### src/rtl/tft_timing_gen.sv
module tft_timing_gen #(
  parameter int HW = 12,
  parameter int VW = 12,
  parameter int DW = 8,
  parameter int AW = 24,
  parameter int SW = 12
) (
  input  logic          clk,
  input  logic          rst_n,
  input  logic [HW-1:0] h_active,
  input  logic [HW-1:0] h_front,
  input  logic [HW-1:0] h_back,
  input  logic [HW-1:0] h_sync,
  input  logic [VW-1:0] v_active,
  input  logic [VW-1:0] v_front,
  input  logic [VW-1:0] v_back,
  input  logic [VW-1:0] v_sync,
  input  logic [DW-1:0] clk_period,
  input  logic [DW-1:0] clk_start,
  input  logic [DW-1:0] data_setup,
  input  logic [DW-1:0] data_hold,
  input  logic          pol_cs,
  input  logic          pol_pclk,
  input  logic          pol_de,
  input  logic          pol_hs,
  input  logic          pol_vs,
  input  logic          reload_on_hsync,
  input  logic          wide_pixel,
  input  logic [AW-1:0] frame_base,
  input  logic [SW-1:0] line_stride,
  output logic          pclk_o,
  output logic          hsync_o,
  output logic          vsync_o,
  output logic          de_o,
  output logic          cs_o,
  output logic          drive_o,
  output logic          fetch_valid,
  output logic [AW-1:0] fetch_addr,
  output logic [HW-1:0] h_pix,
  output logic [VW-1:0] v_line
);
  localparam int HCW = HW + 2;
  localparam int VCW = VW + 2;
  localparam int PW  = DW + 1;

  logic [DW-1:0]  dcnt;
  logic [HCW-1:0] hcnt;
  logic [VCW-1:0] vcnt;
  logic [AW-1:0]  line_ptr;

  wire [DW-1:0]  dlast  = (clk_period == '0) ? '0 : clk_period - 1'b1;
  wire           tick   = dcnt >= dlast;

  wire [HCW-1:0] hstart = HCW'(h_sync) + HCW'(h_back);
  wire [HCW-1:0] hend   = hstart + HCW'(h_active);
  wire [HCW-1:0] htot   = hend + HCW'(h_front);
  wire [VCW-1:0] vstart = VCW'(v_sync) + VCW'(v_back);
  wire [VCW-1:0] vend   = vstart + VCW'(v_active);
  wire [VCW-1:0] vtot   = vend + VCW'(v_front);

  wire line_end   = tick && (hcnt >= htot - 1'b1);
  wire line_start = (dcnt == '0) && (hcnt == '0);

  wire hs_l = hcnt < HCW'(h_sync);
  wire vs_l = vcnt < VCW'(v_sync);
  wire h_in = (hcnt >= hstart) && (hcnt < hend);
  wire v_in = (vcnt >= vstart) && (vcnt < vend);
  wire de_l = h_in && v_in;
  wire pc_l = dcnt >= clk_start;

  wire win_lo   = (PW'(dcnt) + PW'(data_setup)) >= PW'(clk_start);
  wire win_hi   = PW'(dcnt) < (PW'(clk_start) + PW'(data_hold));
  wire drive_l  = de_l && win_lo && win_hi;
  wire reload   = line_start && (reload_on_hsync || (vcnt == '0));

  always_ff @(posedge clk) begin
    if (!rst_n) begin
      dcnt <= '0;
      hcnt <= '0;
      vcnt <= '0;
    end else begin
      dcnt <= tick ? '0 : dcnt + 1'b1;
      if (line_end) begin
        hcnt <= '0;
        vcnt <= (vcnt >= vtot - 1'b1) ? '0 : vcnt + 1'b1;
      end else if (tick) begin
        hcnt <= hcnt + 1'b1;
      end
    end
  end

  always_ff @(posedge clk) begin
    if (!rst_n)
      line_ptr <= '0;
    else if (reload)
      line_ptr <= frame_base;
    else if (line_end && v_in)
      line_ptr <= line_ptr + AW'(line_stride);
  end

  assign h_pix       = h_in ? HW'(hcnt - hstart) : '0;
  assign v_line      = v_in ? VW'(vcnt - vstart) : '0;
  assign fetch_valid = de_l && (dcnt == '0);
  assign fetch_addr  = line_ptr + (wide_pixel ? (AW'(h_pix) << 1) : AW'(h_pix));
  assign drive_o     = drive_l;

  assign pclk_o  = ~(pc_l ^ pol_pclk);
  assign hsync_o = ~(hs_l ^ pol_hs);
  assign vsync_o = ~(vs_l ^ pol_vs);
  assign de_o    = ~(de_l ^ pol_de);
  assign cs_o    = ~(v_in ^ pol_cs);
endmodule

### config.mk
export PLATFORM = sky130hd
export DESIGN_NAME = tft_timing_gen
export DESIGN_NICKNAME = d
export VERILOG_FILES = /design/src/rtl/tft_timing_gen.sv
export SDC_FILE = /design/constraint.sdc
export NUM_CORES = 1
export LEC_CHECK = 0
export CORE_MARGIN = 2
export CORE_UTILIZATION = 50
export CTS_CLUSTER_DIAMETER = 60
export DETAILED_ROUTE_END_ITERATION = 6
export GPL_ROUTABILITY_DRIVEN = 0
export PLACE_DENSITY = 0.8
export SYNTH_ARGS = -nofsm -noshare
export SYNTH_HDL_FRONTEND = slang
export SYNTH_SLANG_ARGS = --single-unit
### constraint.sdc
create_clock -name clk -period 10.6 [get_ports clk]
set_input_delay 2.12 -clock clk [delete_from_list [all_inputs] [get_ports clk]]
set_output_delay 2.12 -clock clk [all_outputs]
set_load 0.03 [all_outputs]
==> summary.md, run 1 <==
| Metric | Value |
|---|---|
| Outcome | `finished with violations` |
| Failing checks | `setup timing` |
| Vias per cell | `5.66` |
| Pre-CTS WS | `-0.782 ns` |
| Met2 wire length | `18100 µm` |
| Diodes inserted | `0` |
| Largest net degree at the start of global routing | `36` |
| Library cells used by synthesis | `73` |
| Initial DRC Count | `747` |
| Ys Warns | `0` |
| GRT Residual Overflow | `0` |
| Final Cell Area | `16400 µm²` |
| Leakage power | `8.20 nW` |
| Skew final | `0.00913 ns` |
| Dpl hpwl | `29700 µm` |
| Clk slew on worst S/H paths | `0.05 ns` |
| Hold Slack | `0.506 ns` |
| Clk buf depth | `2` |
| Core Rows | `56` |
| M1 WL | `16000 µm` |
| Post-synth design cell area | `12000 µm²` |
| Area of the multi-input gates | `10600 µm²` |
| Final setup fails | `12` |
| Pwr dens | `137 nW/µm²` |
| H-tree levels | `3` |
| I/O pin count | `228` |
| Fillers | `1867` |
| Flop and latch count out of synthesis | `60` |
| Core area | `23500 µm²` |
| Initial antenna violation count | `0` |
| Slowest CP cell | `o41a_1` |
| Final period utilization | `103%` |
| Worst Max-Slew Pin Slew | `0.943 ns` |
| Fin Setup TNS | `-2.16 ns` |
| Count of pins over their slew limit | `0` |
| Final nets | `2374` |
| Drt total wl | `37000 µm` |
| Die span in x | `159 µm` |
| Reg area | `1200 µm²` |
| Prevailing post-synth register cell | `dfxtp_1` |
| Post-route insts no fill | `2239` |
| Worst r2r path cells | `13` |
| DR WL/cell | `16.5 µm` |
| Critical path fanouts, max | `5` |
| Hold Path Class | `flop to flop` |
| TritonCTS clock tree | `built` |
| Mapped Nets | `2030` |
| Gate Count Post-Synth | `1571` |
| Chip height | `159 µm` |
| Clk Latency, worst-skew pair | `0.33 ns` |
| Starting Density | `51.1%` |
| CP arrival | `8.76 ns` |
| Share of post-route cells with drive strength above 1 | `13.5%` |
| Ys async rst share | `0%` |
| Worst path max stage delay | `0.46 ns` |
| TritonCTS buffer count | `9` |
| RSZ-0062 raised after global routing | `true` |
| Syn Area/Cell | `7.66 µm²` |
| Vias in the first global route | `12768` |
| Max-Cap Viols | `0` |
| Top sig layer | `met4` |
| VDD IR max | `0.0868 mV` |
| Seq/Total Area, Yosys | `9.98%` |
| Worst setup EP type | `output pin` |
| Hold path depth | `1` |
| Number of flops mapped to enable cells by yosys | `0` |
| Placed cells | `2198` |
| Area Overhead vs Synth | `35.9%` |
| Worst path required time | `8.48 ns` |
| Fin crit period | `10.88 ns` |
| CTS root buf | `clkbuf_16` |
| Hold buffer count at CTS | `0` |
| # DRC | `0` |
| PortBufs | `227` |
| Met3 wire length | `1940 µm` |
| Crit path launch type | `input port` |
| WS Path Type | `input port to output pin` |
| First-pass GRT wire length | `59300 µm` |
| Dpl cell area | `15400 µm²` |
| TritonCTS Sinks | `60` |
| Final Hold Viols | `0` |
| Total number of vias | `12662` |
| Aggregate global-route resource usage | `27.8%` |
| Smallest setup slack after layout | `-0.279 ns` |
| Antenna Nets Post-Route | `0` |
| First drt pass iteration count | `6` |
| Slew HR | `36.6%` |
| Die area | `25300 µm²` |
| Maximum clock rate | `0.0919 GHz` |
## repair_timing
| item | in CTS | in global routing |
|---|---|---|
| resized for setup | 82 | 70 |
| pin swaps | 60 | 51 |
| setup buffers | 16 | 10 |
| setup endpoints to repair | 17 | 31 |
## layout make-up
cell class | instances | area share (%)
multi-input combinational | 1319 | 64.7
clock inverter | 4 | 0.153
inverter | 172 | 3.96
timing repair buffer | 353 | 19.9
clock buffer | 12 | 1.51
sequential | 60 | 7.34
tap | 319 | 2.44
## power by group
part	switching (mW)	internal [mW]
logic	0.896	0.813
clock network	0.106	0.164
registers	0.0220	0.241
## cells in the final DEF, fill, tap and decap left out, drive strengths merged, types with 7 or more instances in the layout
cell and count:
nor3b 7, a21oi 125, nor2 151, o2111ai 7
inv 171, dfxtp 60, clkbuf 12, nand2 79
nor2b 40, fa 12, a31oi 11, o21a 19
buf 151, xnor2 97, ha 274, and2 9
or3 7, nor4 8, a21o 50, clkdlybuf4s50 180
o21bai 17, a211oi 20, dlymetal6s2s 15, o211ai 7
xor2 78, nor3 40, nand3 29, nand4 15
mux2i 10, nand2b 31, o21ai 78, and3 17
## cells in the mapped netlist, types with 5 or more instances
cell / number / area share, %
a211oi_1: 19 / 1.2
mux2i_1: 10 / 0.83
o2111ai_1: 7 / 0.51
nand3_1: 29 / 1.2
inv_1: 171 / 5.3
nor2b_1: 40 / 2.1
o21ai_0: 76 / 3.2
clkbuf_1: 14 / 0.44
o211ai_1: 7 / 0.44
nand2_1: 79 / 2.5
o21a_1: 19 / 1.2
a21boi_0: 5 / 0.31
xor2_1: 78 / 5.7
a21o_1: 49 / 3.1
and2_1: 8 / 0.42
xnor2_1: 97 / 7.1
fa_1: 12 / 2.0
and3_1: 17 / 0.88
or4_1: 5 / 0.31
or3_1: 6 / 0.31
nand2b_1: 31 / 1.6
o21bai_1: 17 / 1.1
nor2_1: 150 / 4.7
a21oi_1: 125 / 5.2
dfxtp_1: 60 / 10
a31oi_1: 11 / 0.57
nor3_1: 38 / 1.6
or2_2: 6 / 0.31
nor4_1: 8 / 0.42
ha_1: 274 / 28
nand4_1: 15 / 0.78
nor3b_1: 7 / 0.44
## state kept, by name, summed over array words and instances (netlist names)
name	cells
line_ptr	24
dcnt	8
hcnt	14
vcnt	14
## worst max-delay path: cells and delay by family
kind                       cells  cell delay (ns)
buffers and inverters          5             0.84
adders and majority gates      6             1.78
AOI/OAI and AO/OA             17             3.19
and+or+nand+nor                3             0.38
xor gates and xnor gates       3             0.43
## cells by family after synthesis
logic type	synth area share, %
adders and majority gates	30.6
AOI/OAI and AO/OA	20.7
muxes	1.02
xor gates and xnor gates	12.7
DFF	9.98
buffers and inverters	6.09
and+or+nand+nor	18.8
## through the flow
| stage | utilization [%] | total power, mW |
|---|---|---|
| floorplan | - | 1.39 |
| global placement | 65.4 | 1.79 |
| detailed placement | 65.4 | 1.84 |
| CTS | 68.0 | 2.17 |
| global route | 69.5 | 2.46 |
| finish | 69.5 | 2.24 |
## final timing paths
kind,end,slack (ns),startpoint
worst max-delay path,fetch_addr[22],-0.28,h_sync[2]
worst min-delay path,dcnt[0],0.51,dcnt[0]
worst max register to register,line_ptr[4],6.41,vcnt[0]
worst min register to register,dcnt[0],0.51,dcnt[0]
## per-layer routing
layer | global-route usage (%) | vias to the layer above
met4 | 7.31 | 0
li1 | - | 6246
met1 | 33.9 | 5927
met3 | 3.28 | 67
met5 | 0 | -
met2 | 51.4 | 422
No activity file was read; power rests on OpenSTA's default activity.
==> inputs of run 2 (changes only) <==
Settings changed: CORE_UTILIZATION 50 to 30, PLACE_DENSITY 0.8 to unset.
==> summary.md, run 2 (synthesized netlist as in run 1, its figures left out) <==
| Metric | Value |
|---|---|
| Core area | `39600 µm² (+68%)` |
| Max-Cap Viols | `0 (unchanged)` |
| Worst path required time | `8.48 ns (about the same)` |
| Clk Latency, worst-skew pair | `0.35 ns (+0.02 ns)` |
| Clk buf depth | `2 (unchanged)` |
| Placed cells | `2423 (+10%)` |
| Die span in x | `204 µm (+28%)` |
| Largest net degree at the start of global routing | `36 (unchanged)` |
| Skew final | `0.00927 ns (+0.000140 ns)` |
| TritonCTS Sinks | `60 (unchanged)` |
| Smallest setup slack after layout | `-0.0926 ns (+0.186 ns)` |
| Initial antenna violation count | `1 (+1)` |
| Final Cell Area | `17000 µm² (+3.9%)` |
| Critical path fanouts, max | `5 (unchanged)` |
| Chip height | `204 µm (+28%)` |
| Count of pins over their slew limit | `0 (unchanged)` |
| Pre-CTS WS | `-0.820 ns (-0.0380 ns)` |
| First-pass GRT wire length | `60600 µm (+2.1%)` |
| Crit path launch type | `input port` |
| Fin crit period | `10.69 ns (-0.186 ns)` |
| Final period utilization | `101% (-1.8 points)` |
| Register with the most flip-flops | `line_ptr` |
| Antenna Nets Post-Route | `0 (unchanged)` |
| RSZ-0062 raised after global routing | `true` |
| DR WL/cell | `15.5 µm (-6.0%)` |
| Die area | `41700 µm² (+65%)` |
| I/O pin count | `228 (unchanged)` |
| Post-route insts no fill | `2470 (+10%)` |
| CP arrival | `8.57 ns (-0.19 ns)` |
| Final core occ | `42.9% (-27 points)` |
| Failing checks | `setup timing` |
| GRT Residual Overflow | `0 (unchanged)` |
| Final setup fails | `10 (-2)` |
| Leakage power | `8.41 nW (+2.6%)` |
| TritonCTS buffer count | `9 (unchanged)` |
| Aggregate global-route resource usage | `17.9% (-9.9 points)` |
| VDD IR max | `0.0712 mV (-18%)` |
| Total number of vias | `12355 (-2.4%)` |
| Vias per cell | `5.00 (-12%)` |
| Hold Path Class | `flop to flop` |
| Worst path max stage delay | `0.34 ns (-0.12 ns)` |
| Core Rows | `73 (+30%)` |
| Dpl cell area | `15800 µm² (+2.7%)` |
| Vias in the first global route | `12297 (-3.7%)` |
| First drt pass iteration count | `5 (-1)` |
| Dpl hpwl | `32000 µm (+7.8%)` |
| Initial DRC Count | `502 (-33%)` |
| Slack of the worst reg-to-reg path | `6.47 ns (+0.06 ns)` |
| Most frequent cells in the layout | `ha_1 (260), clkdlybuf4s50_1 (176), inv_1 (171)` |
| Fin Setup TNS | `-0.400 ns (+1.76 ns)` |
| Slowest CP cell | `maj3_2` |
| TritonCTS clock tree | `built` |
| Total power | `2.23 mW (-0.30%)` |
| Clk slew on worst S/H paths | `0.06 ns (about the same)` |
| Outcome | `finished with violations` |
| Maximum clock rate | `0.0935 GHz (+1.7%)` |
| Hold Slack | `0.503 ns (-0.00307 ns)` |
| Final nets | `2399 (+1.1%)` |
| WS Path Type | `input port to output pin` |
| Worst Max-Slew Pin Slew | `1.20 ns (+0.260 ns)` |
| Area Overhead vs Synth | `41.2%` |
| Hold buffer count at CTS | `0 (unchanged)` |
| Worst setup EP type | `output pin` |
| Drt total wl | `38300 µm (+3.6%)` |
| # DRC | `0 (unchanged)` |
| Share of post-route cells with drive strength above 1 | `15.3% (+1.8 points)` |
| Final Hold Viols | `0 (unchanged)` |
| Diodes inserted | `0 (unchanged)` |
| PortBufs | `227 (unchanged)` |
| Largest registers | `line_ptr x24, hcnt x14, vcnt x14` |
| Pwr dens | `131 nW/µm² (-4.1%)` |
| CTS root buf | `clkbuf_16` |
| H-tree levels | `3 (unchanged)` |
| Starting Density | `30.4% (-21 points)` |
| Max reg flops | `24 (unchanged)` |
| Commonest non-fill, non-tap cell in the layout | `ha_1` |
| Slew HR | `19.1% (-18 points)` |
## run 2: cell count changes in the layout (fill, tap and decap cells not counted), sizes merged
| cell | delta |
|---|---|
| buf | +26 |
| clkbuf | -2 |
| clkdlybuf4s50 | -4 |
| clkinv | -1 |
| clkinvlp | +1 |
| dlygate4sd2 | +1 |
| dlymetal6s2s | +1 |
| inv | +3 |
## run 2: cell type report
| class | instances | area [µm²] |
|---|---|---|
| Tap cell | 525 | 657 |
| Multi-Input combinational cell | 1319 | 10700 |
| Timing Repair Buffer | 378 | 3500 |
| Inverter | 172 | 646 |
| Clock inverter | 7 | 60.1 |
| Sequential cell | 60 | 1200 |
| Fill cell | 3999 | 22600 |
| Clock buffer | 9 | 225 |
## run 2: power breakdown
part           switching [mW]  leakage, nW  total [mW]  internal [mW]
logic                   0.872         7.79        1.69          0.814
registers              0.0235        0.490       0.264          0.241
clock network           0.122        0.131       0.284          0.162
## run 2: final timing paths
| path | startpoint | endpoint | cells past startpoint |
|---|---|---|---|
| worst max-delay path | h_sync[1] | fetch_addr[22] | 38 |
| worst max register to register | vcnt[0] | line_ptr[13] | 12 |
| worst min-delay path | dcnt[0] | dcnt[0] | 1 |
| worst min register to register | dcnt[0] | dcnt[0] | 1 |
## run 2: timing repair
action | CTS | global route
setup endpoints to repair | 18 | 32
resized for setup | 97 | 88
pin swaps | 60 | 67
setup buffers | 22 | 12
## run 2: metal layers
metal / global-route usage [%] / vias up / part of all wire, %
li1: - / 6289 / -
met1: 22.9 / 5809 / 46
met2: 32.1 / 218 / 49
met3: 2.31 / 37 / 3.9
met4: 3.44 / 2 / 1.5
met5: 0 / - / 0.034
## run 2: critical path, delay by kind of cell
family                     cells  cell delay (ns)
AOI/OAI and AO/OA             19             3.19
xor gates and xnor gates       3             0.38
adders and majority gates      6             1.67
buffers and inverters          5             0.72
and+or+nand+nor                5             0.47
